--- config.mk ---
export PLATFORM = sky130hd
export DESIGN_NAME = cfc_first_chips
export DESIGN_NICKNAME = d
export VERILOG_FILES = /design/src/rtl/cfc_pkg.sv /design/src/rtl/cfc_lfsr.sv /design/src/rtl/cfc_chip_gen.sv /design/src/rtl/cfc_capture.sv /design/src/rtl/cfc_first_chips.sv
export SDC_FILE = /design/constraint.sdc
export NUM_CORES = 1
export LEC_CHECK = 0
export ABC_AREA = 0
export BUFFER_PORTS_ARGS = -buffer_cell sky130_fd_sc_hd__clkbuf_2
export CAP_MARGIN = 0
export CORE_MARGIN = 2
export CORE_UTILIZATION = 55
export DETAILED_ROUTE_END_ITERATION = 12
export PLACE_DENSITY_LB_ADDON = 0.12
export SYNTH_ARGS = -nofsm -noshare
export SYNTH_HDL_FRONTEND = slang
export SYNTH_SLANG_ARGS = --single-unit
--- constraint.sdc ---
create_clock -name clk_i -period 4.59 [get_ports clk_i]
set_input_delay 0.918 -clock clk_i [delete_from_list [all_inputs] [get_ports clk_i]]
set_output_delay 0.918 -clock clk_i [all_outputs]
set_load 0.1 [all_outputs]
--- src/rtl/cfc_pkg.sv ---
package cfc_pkg;
  localparam int unsigned LFSR_W = 10;
  localparam int unsigned PRN_W  = 5;
  localparam logic [LFSR_W-1:0] G1_FB = 10'h204; // stages 3,10
  localparam logic [LFSR_W-1:0] G2_FB = 10'h3A6; // stages 2,3,6,8,9,10

  typedef struct packed {
    logic [3:0] a;
    logic [3:0] b;
  } g2_taps_t;

  function automatic g2_taps_t sel_taps(input logic [PRN_W-1:0] sel);
    g2_taps_t t;
    unique case (sel)
      5'd0:  t = '{4'd2, 4'd6};
      5'd1:  t = '{4'd3, 4'd7};
      5'd2:  t = '{4'd4, 4'd8};
      5'd3:  t = '{4'd5, 4'd9};
      5'd4:  t = '{4'd1, 4'd9};
      5'd5:  t = '{4'd2, 4'd10};
      5'd6:  t = '{4'd1, 4'd8};
      5'd7:  t = '{4'd2, 4'd9};
      5'd8:  t = '{4'd3, 4'd10};
      5'd9:  t = '{4'd2, 4'd3};
      5'd10: t = '{4'd3, 4'd4};
      5'd11: t = '{4'd5, 4'd6};
      5'd12: t = '{4'd6, 4'd7};
      5'd13: t = '{4'd7, 4'd8};
      5'd14: t = '{4'd8, 4'd9};
      5'd15: t = '{4'd9, 4'd10};
      5'd16: t = '{4'd1, 4'd4};
      5'd17: t = '{4'd2, 4'd5};
      5'd18: t = '{4'd3, 4'd6};
      5'd19: t = '{4'd4, 4'd7};
      5'd20: t = '{4'd5, 4'd8};
      5'd21: t = '{4'd6, 4'd9};
      5'd22: t = '{4'd1, 4'd3};
      5'd23: t = '{4'd4, 4'd6};
      5'd24: t = '{4'd5, 4'd7};
      5'd25: t = '{4'd6, 4'd8};
      5'd26: t = '{4'd7, 4'd9};
      5'd27: t = '{4'd8, 4'd10};
      5'd28: t = '{4'd1, 4'd6};
      5'd29: t = '{4'd2, 4'd7};
      5'd30: t = '{4'd3, 4'd8};
      default: t = '{4'd4, 4'd9};
    endcase
    return t;
  endfunction
endpackage

--- src/rtl/cfc_lfsr.sv ---
module cfc_lfsr #(
  parameter int unsigned W = 10,
  parameter logic [W-1:0] FB_MASK = '1
) (
  input  logic         clk_i,
  input  logic         rst_ni,
  input  logic         load_i,
  input  logic         step_i,
  output logic [W-1:0] state_o
);
  logic [W-1:0] q;
  logic         fb;

  assign fb = ^(q & FB_MASK);

  always_ff @(posedge clk_i or negedge rst_ni) begin
    if (!rst_ni)      q <= '1;
    else if (load_i)  q <= '1;
    else if (step_i)  q <= {q[W-2:0], fb};
  end

  assign state_o = q;
endmodule

--- src/rtl/cfc_chip_gen.sv ---
module cfc_chip_gen
  import cfc_pkg::*;
(
  input  logic              clk_i,
  input  logic              rst_ni,
  input  logic              arm_i,
  input  logic              step_i,
  input  logic [PRN_W-1:0]  prn_i,
  output logic              chip_o,
  output logic [LFSR_W-1:0] g1_o,
  output logic [LFSR_W-1:0] g2_o
);
  logic [PRN_W-1:0] prn_q;
  g2_taps_t         taps;
  logic [3:0]       ia, ib;

  always_ff @(posedge clk_i or negedge rst_ni) begin
    if (!rst_ni)     prn_q <= '0;
    else if (arm_i)  prn_q <= prn_i;
  end

  cfc_lfsr #(.W(LFSR_W), .FB_MASK(G1_FB)) u_g1 (
    .clk_i, .rst_ni, .load_i(arm_i), .step_i, .state_o(g1_o)
  );

  cfc_lfsr #(.W(LFSR_W), .FB_MASK(G2_FB)) u_g2 (
    .clk_i, .rst_ni, .load_i(arm_i), .step_i, .state_o(g2_o)
  );

  always_comb begin
    taps = sel_taps(prn_q);
    ia   = taps.a - 4'd1;
    ib   = taps.b - 4'd1;
  end

  assign chip_o = g1_o[LFSR_W-1] ^ g2_o[ia] ^ g2_o[ib];
endmodule

--- src/rtl/cfc_capture.sv ---
module cfc_capture #(
  parameter int unsigned CHIPS = 12,
  parameter int unsigned HALF  = 2
) (
  input  logic             clk_i,
  input  logic             rst_ni,
  input  logic             arm_i,
  input  logic             en_i,
  input  logic             mode_i,
  input  logic             chip_i,
  output logic             step_o,
  output logic             done_o,
  output logic [CHIPS-1:0] vis_o,
  output logic             vis_mode_o
);
  localparam int unsigned HW = (HALF > 1) ? $clog2(HALF) : 1;
  localparam int unsigned CW = $clog2(CHIPS + 1);

  logic [HW-1:0]    half_q;
  logic [CW-1:0]    cnt_q;
  logic             busy_q, late_q, mode_q, vmode_q;
  logic [CHIPS-1:0] shd_q, shd_nxt, vis_q, packed_nxt;
  logic             sample;

  assign sample  = mode_q ? (chip_i ^ late_q) : chip_i;
  assign shd_nxt = {shd_q[CHIPS-2:0], sample};
  assign step_o  = en_i & ~arm_i & (half_q == HW'(HALF - 1));
  assign done_o  = busy_q & step_o & (cnt_q == CW'(CHIPS - 1));

  // oldest chip lands in the top of the low field; last two swap into the top bits
  for (genvar i = 0; i < CHIPS - 2; i++) begin : g_pack
    assign packed_nxt[i] = shd_nxt[i+2];
  end
  assign packed_nxt[CHIPS-1] = shd_nxt[1];
  assign packed_nxt[CHIPS-2] = shd_nxt[0];

  always_ff @(posedge clk_i or negedge rst_ni) begin
    if (!rst_ni) begin
      half_q  <= '0;
      cnt_q   <= '0;
      busy_q  <= 1'b0;
      late_q  <= 1'b0;
      mode_q  <= 1'b0;
      shd_q   <= '0;
      vis_q   <= '0;
      vmode_q <= 1'b0;
    end else if (arm_i) begin
      half_q  <= '0;
      cnt_q   <= '0;
      busy_q  <= 1'b1;
      late_q  <= 1'b0;
      mode_q  <= mode_i;
    end else if (en_i) begin
      half_q <= (half_q == HW'(HALF - 1)) ? '0 : half_q + 1'b1;
      if (step_o) begin
        late_q <= chip_i;
        if (busy_q) begin
          shd_q <= shd_nxt;
          cnt_q <= cnt_q + 1'b1;
          if (done_o) begin
            busy_q  <= 1'b0;
            vis_q   <= packed_nxt;
            vmode_q <= mode_q;
          end
        end
      end
    end
  end

  assign vis_o      = vis_q;
  assign vis_mode_o = vmode_q;
endmodule

--- src/rtl/cfc_first_chips.sv ---
module cfc_first_chips
  import cfc_pkg::*;
#(
  parameter int unsigned CHIPS = 12,
  parameter int unsigned HALF  = 2,
  parameter int unsigned RD_W  = 16
) (
  input  logic             clk_i,
  input  logic             rst_ni,
  input  logic             code_en_i,
  input  logic [PRN_W-1:0] prn_i,
  input  logic             mode_i,
  input  logic             slew_done_i,
  input  logic             preset_done_i,
  input  logic             chan_rel_i,
  input  logic             rd_en_i,
  output logic [RD_W-1:0]  rd_data_o
);
  localparam int unsigned PAD = RD_W - CHIPS - 1;

  logic              arm, step, done, chip, vis_mode;
  logic [CHIPS-1:0]  vis;
  logic [LFSR_W-1:0] g1, g2;
  logic [RD_W-1:0]   rd_q;

  assign arm = slew_done_i | preset_done_i | chan_rel_i;

  cfc_chip_gen u_gen (
    .clk_i, .rst_ni, .arm_i(arm), .step_i(step), .prn_i,
    .chip_o(chip), .g1_o(g1), .g2_o(g2)
  );

  cfc_capture #(.CHIPS(CHIPS), .HALF(HALF)) u_cap (
    .clk_i, .rst_ni, .arm_i(arm), .en_i(code_en_i), .mode_i, .chip_i(chip),
    .step_o(step), .done_o(done), .vis_o(vis), .vis_mode_o(vis_mode)
  );

  always_ff @(posedge clk_i or negedge rst_ni) begin
    if (!rst_ni)       rd_q <= '0;
    else if (rd_en_i)  rd_q <= {{PAD{1'b0}}, vis_mode, vis};
  end

  assign rd_data_o = rd_q;
endmodule

## Word level (Yosys, flattened, before mapping)

Memory sizes are Yosys's and may differ from the RTL's.
Index checks and enable logic that the tools add are counted.

| storage, ports and cells | value |
|---|---|
| bits in registers | 70 |
| ROM bits | 256 |
| input port bits | 13 |
| output and inout bits | 16 |
| word-level logic and storage cells | 63 |
| memories kept | 1 |

Memories:

| memory | words | width | read ports | clocked after Yosys merged registers in | write ports | RTL line | text |
|---|---|---|---|---|---|---|---|
| (name not given) | 32 | 8 | 1 | 0 | 0 | cfc_pkg.sv:14 | `unique case (sel)` |

| operators by class | value |
|---|---|
| add/sub/neg operators | 4 |
| order comparisons | 2 |
| equality and inequality tests | 1 |
| multiplexer cells | 24 |
| bitwise gates (word level) | 10 |
| reduce and logical (&&, ||, !) cells | 9 |

Operator list:

| kind | number |
|---|---|
| $mux W10 | 4 |
| $reduce_xor A10 Y1 | 2 |
| $mux W4 | 4 |
| $mux W1 | 14 |
| $lt A4 B5 Y1 const B | 2 |
| $bmux W1 S4 | 2 |
| $sub A4 B1 Y4 const B | 2 |
| $reduce_bool A2 Y1 | 3 |
| $reduce_and A5 Y1 | 1 |
| $add A4 B1 Y4 const B | 1 |
| $and A1 B1 Y1 | 4 |
| $eq A4 B4 Y1 const B | 1 |
| $reduce_and A4 Y1 | 1 |
| $reduce_and A3 Y1 | 1 |
| $xor A1 B1 Y1 | 3 |
| $or A1 B1 Y1 | 2 |
| $reduce_and A2 Y1 | 1 |
| $add A1 B1 Y1 const B | 1 |
| $not A1 Y1 | 1 |

## Depth between registers and ports, before layout

| logic depth | value |
|---|---|
| depth after elaboration | 12 |
| mapped depth | 13 |
| mapped depth without buffers | 12 |

## By module

Synthesis repeated with hierarchy kept, for this count alone.

| unflattened totals | value |
|---|---|
| cells, all modules | 331 |
| area, all modules | 3930.0 um^2 |

By module, submodules not included:

| module | instances | cells each | area each (um^2) |
|---|---|---|---|
| cfc_capture | 1 | 87 | 1331.3 |
| cfc_chip_gen | 1 | 141 | 1142.3 |
| cfc_first_chips | 1 | 32 | 553.0 |
| cfc_lfsr at u_gen.u_g2 | 1 | 38 | 476.7 |
| cfc_lfsr at u_gen.u_g1 | 1 | 33 | 426.7 |

## Least setup slack after synthesis

Ideal clock, no wire load.

| path | value |
|---|---|
| path type | reg-to-reg |
| from | register u_gen.prn_q[1] |
| to | register u_cap.shd_q[0] |
| setup time | 125 ps |
| arrival time | 3366 ps |
| data required time | 4465 ps |
| setup slack | 1099 ps |
| stages on the path, launching flop included | 12 |
| buffers on the path | 1 |
| period minus slack after synthesis | 3491 ps |
| path through | dfrtp_1 > buf_4 > inv_1 > ha_1 > nand2_1 > a21boi_0 > mux4_2 > ha_1 > mux4_4 > a21oi_1 > xor3_1 > mux2_2 |

| between the ends | value |
|---|---|
| word-level cells in the longest chain between the ends | 8 |

RTL lines:

| element | RTL line | text |
|---|---|---|
| start: declaration | cfc_chip_gen.sv:13 | `logic [PRN_W-1:0] prn_q;` |
| start signal: assignment | cfc_chip_gen.sv:19 | `else if (arm_i) prn_q <= prn_i;` |
| $mem_v2 Z32 W8 (*) | n/a |  |
| $sub A4 B1 Y4 | cfc_chip_gen.sv:32 | `ia = taps.a - 4'd1;` |
| $bmux W1 S4 | cfc_chip_gen.sv:36 | `assign chip_o = g1_o[LFSR_W-1] ^ g2_o[ia] ^ g2_o[ib];` |
| $mux W1 (not written as such) | cfc_chip_gen.sv:36 |  |
| $xor A1 B1 Y1 | cfc_chip_gen.sv:36 |  |
| $xor A1 B1 Y1 (*) | cfc_chip_gen.sv:36 |  |
| $xor A1 B1 Y1 | cfc_capture.sv:25 | `assign sample = mode_q ? (chip_i ^ late_q) : chip_i;` |
| $mux W1 (*) | cfc_capture.sv:25 |  |
| end signal: assignment | cfc_capture.sv:58 | `shd_q <= shd_nxt;` |
| end: declaration | cfc_capture.sv:22 | `logic [CHIPS-1:0] shd_q, shd_nxt, vis_q, packed_nxt;` |

Every way passes the cells marked *; elsewhere a longest branch is shown, timed or not. The select of a mux whose other input is x is not followed.
A chain may end at the register's enable or synchronous reset.

## Worst setup path in the final report

| path | value |
|---|---|
| from | register u_gen.prn_q[1] |
| to | register u_cap.vis_q[10], in the netlist u_cap.vis_o[10] |

| between the ends | value |
|---|---|
| word-level cells in the longest chain between the ends | 8 |

RTL lines:

| element | RTL line | text |
|---|---|---|
| $mem_v2 Z32 W8 (*) | n/a |  |
| $sub A4 B1 Y4 | cfc_chip_gen.sv:32 |  |
| $bmux W1 S4 | cfc_chip_gen.sv:36 |  |
| $mux W1 (not written as such) | cfc_chip_gen.sv:36 |  |
| $xor A1 B1 Y1 | cfc_chip_gen.sv:36 |  |
| $xor A1 B1 Y1 (*) | cfc_chip_gen.sv:36 |  |
| $xor A1 B1 Y1 | cfc_capture.sv:25 |  |
| $mux W1 (*) | cfc_capture.sv:25 |  |
| end signal: assignment | cfc_capture.sv:62 | `vis_q <= packed_nxt;` |
| end: declaration | cfc_capture.sv:22 |  |

Marked as above.

==> run summary <==
synthesized flop and latch total - 70
pre-CTS WS - 0.686 ns
Final period util - 0.860
minimum clock period - 3.95 ns
Slew Viols, Final - 0
via count - 2481
worst setup path start - u_gen.prn_q[1]
core area - 0.00639 mm2
Layout Nets - 380
Clock Latency Late Sink - 0.33 ns
CTS buffer count - 9
MaxCap Viol Count - 0
remaining global-route overflow - 0
Die ar. - 0.00732 mm2
post-layout worst setup margin - 0.641 ns
FMAX - 253 MHz
die width - 85.5 um
Cell variety after synth - 58
CTS tree - yes
Startpoint Class - register
hold_buf cts - 0
first-pass GRT wire length - 11.9 mm
proportion of layout cells with a drive suffix above 1 - 0.329
Pwr Density - 347 mW/mm2
peak supply drop - 0.254 mV
Worst Reg-to-Reg Cells - 10
WP data arrival - 4.16 ns
Mapped Area - 0.00366 mm2
Worst Setup End Kind - register
H-Tree Depth - 3
post-route ant nets - 0
largest net degree at the start of global routing - 43
Initial DRT Pass Iterations - 4
Mean Syn Cell Area - 10.8 um2
final setup fails - 0
row count - 29
clock sink total - 70
Top-Level Pins - 29
WL final - 6.84 mm
initial antenna violation count - 0
Hold Crit Class - register to register
Worst Setup EP - u_cap.vis_o[10]
detailed placer's ending HPWL - 4.53 mm
Req. time, crit path - 4.80 ns
Core Util, Final - 0.628
RSZ-0062 raised after global routing - false
GP Congestion - 0.906
vias per inst - 5.65
actual slew at the worst max-slew pin - 0.942 ns
Setup TNS - 0 ns
Post-CTS Setup Bufs - 0
worst hold slack - 0.486 ns
length of routed met3 wiring - 252 um
CTS max path bufs - 2
startpoint of the worst register-to-register path - u_gen.prn_q[1]
worst clock skew - 0.0106 ns
Post-synth ARST share - 1.00
Post-Route M1 WL - 3.28 mm
total power draw - 1.39 mW
Synth Flop Type - dfrtp_1
P&R area growth vs syn - 9.75%
Avg WL per Cell - 15.6 um
met2 wire len - 3.23 mm
ANT cells - 0
remaining routing DRC violations - 0
Setup Crit Path Kind - register to register
Initial Utilization - 0.572
outcome - complete, no violations
number of flops mapped to enable cells by yosys - 0
clock slew seen by the registers of the worst setup and hold paths - 0.08 ns
PortBufs - 25
CTS Root Cell - clkbuf_8
fill count - 514
Warnings, synthesis - 0
final hold violation count - 0
LEAKAGE - 1.88 nW
max_slew headroom - 0.372
Starting DRT DRC Count - 182
worst reg2reg path endpoint - u_cap.vis_o[10]
register area share after synthesis - 0.486
crit path max fanout - 15
die height - 85.5 um
highest metal used - met4
Total GRT Usage - 0.207
Mapped Cells - 338
Register-to-Register Setup Slack - 0.64 ns
post_cts resized - 0
vias in the first global route - 2475
-- kinds of logic (layout without fill, tap and decap cells) --
| logic type | count (synthesis) | count (layout) | share of synthesized area |
|---|---|---|---|
| fa+ha+maj | 10 | 10 | 0.0342 |
| simple gates | 122 | 122 | 0.156 |
| flops | 70 | 70 | 0.486 |
| mux | 50 | 50 | 0.164 |
| other cells | 1 | 3 | 0.00103 |
| compound gates | 43 | 43 | 0.0797 |
| xor+xnor | 14 | 14 | 0.0376 |
| buf+inv | 28 | 50 | 0.0421 |
-- area by class of cell --
| type | count | area (um2) | share of cell area |
|---|---|---|---|
| Sequential cell | 70 | 1780 | 0.443 |
| Multi-Input combinational cell | 242 | 1730 | 0.432 |
| Clock buffer | 11 | 151 | 0.0377 |
| Clock inverter | 5 | 81.3 | 0.0203 |
| Inverter | 5 | 18.8 | 0.00468 |
| Tap cell | 77 | 96.3 | 0.0240 |
| Timing Repair Buffer | 29 | 155 | 0.0387 |
-- metal layers --
metal	up-vias	track usage
met5	-	0
met4	0	0.0722
met3	10	0.0491
met2	43	0.319
met1	1219	0.291
li1	1209	-
-- where the power goes --
part	switching (mW)	internal, mW
registers	0.0148	0.624
clock network	0.229	0.336
logic	0.110	0.0808
total	0.353	1.04
-- registers in the layout, summed over array words and instances (netlist names) --
register,cells
u_cap.busy_q,1
u_cap.vis_mode_o,1
u_cap.cnt_q,4
u_gen.prn_q,5
u_cap.shd_q,11
u_cap.vis_o,12
rd_data_o,13
u_cap.late_q,1
u_cap.half_q,1
u_cap.mode_q,1
u_gen.u_g2.state_o,10
u_gen.u_g1.state_o,10
-- how the worst min path moves through the flow --
stage / from / endpoint / slack [ns] / depth (start not counted)
6_report: u_gen.u_g1.state_o[1] / u_gen.u_g1.state_o[1] / 0.49 / 2
5_1_grt: u_gen.u_g1.state_o[1] / u_gen.u_g1.state_o[1] / 0.50 / 2
4_1_cts: u_gen.u_g1.state_o[1] / u_gen.u_g1.state_o[1] / 0.49 / 2
3_5_place_dp: u_gen.u_g1.state_o[1] / u_gen.u_g1.state_o[1] / 0.48 / 2
3_3_place_gp: u_gen.u_g1.state_o[1] / u_gen.u_g1.state_o[1] / 0.47 / 2
2_1_floorplan: u_cap.mode_q / u_cap.mode_q / 0.46 / 2
-- per-stage QoR --
step | area, um2 | cells
5_1_grt | 4010 | 439
6_report | 4010 | 439
2_1_floorplan | 3660 | 340
3_3_place_gp | 3780 | 423
4_1_cts | 4010 | 439
3_5_place_dp | 3780 | 423
-- critical path: stages (launching register included) --
cell and delay [ns]:
dfrtp_1 0.62, inv_1 0.20, ha_1 0.36, nand2_1 0.08, a21boi_0 0.17, mux4_2 0.56, ha_1 0.41, mux4_4 0.65
a21oi_1 0.25, xor3_1 0.27, mux2_2 0.26
-- cells in the final DEF (no fill, tap or decap), drive strengths merged, types with 7 or more instances in the layout --
cell / Yosys / layout
dfrtp: 50 / 50
mux2: 43 / 43
nand2: 36 / 36
clkbuf: 13 / 35
nor2: 34 / 34
dfstp: 20 / 20
nor3: 17 / 17
nand3: 15 / 15
o21ai: 12 / 12
ha: 10 / 10
a21oi: 9 / 9
xnor2: 7 / 7
-- cell usage after synthesis (3+ instances only) --
cell type  number  area (um2)
mux2_2         42         473
mux2i_1         4        40.0
dfstp_2        20         526
nand3_1        15        75.1
nor3_1         17        85.1
o21ai_0        11        55.1
clkbuf_1       12        45.0
buf_4           6        45.0
xor2_1          6        52.6
o211ai_1        3        22.5
a21oi_1         9        45.0
dfrtp_1        50        1250
nand2_1        36         135
or3_1           5        31.3
ha_1           10         125
nor2_1         34         128
inv_1           4        15.0
xnor2_1         7        61.3
Note: power is estimated with default switching activity, not from simulation.
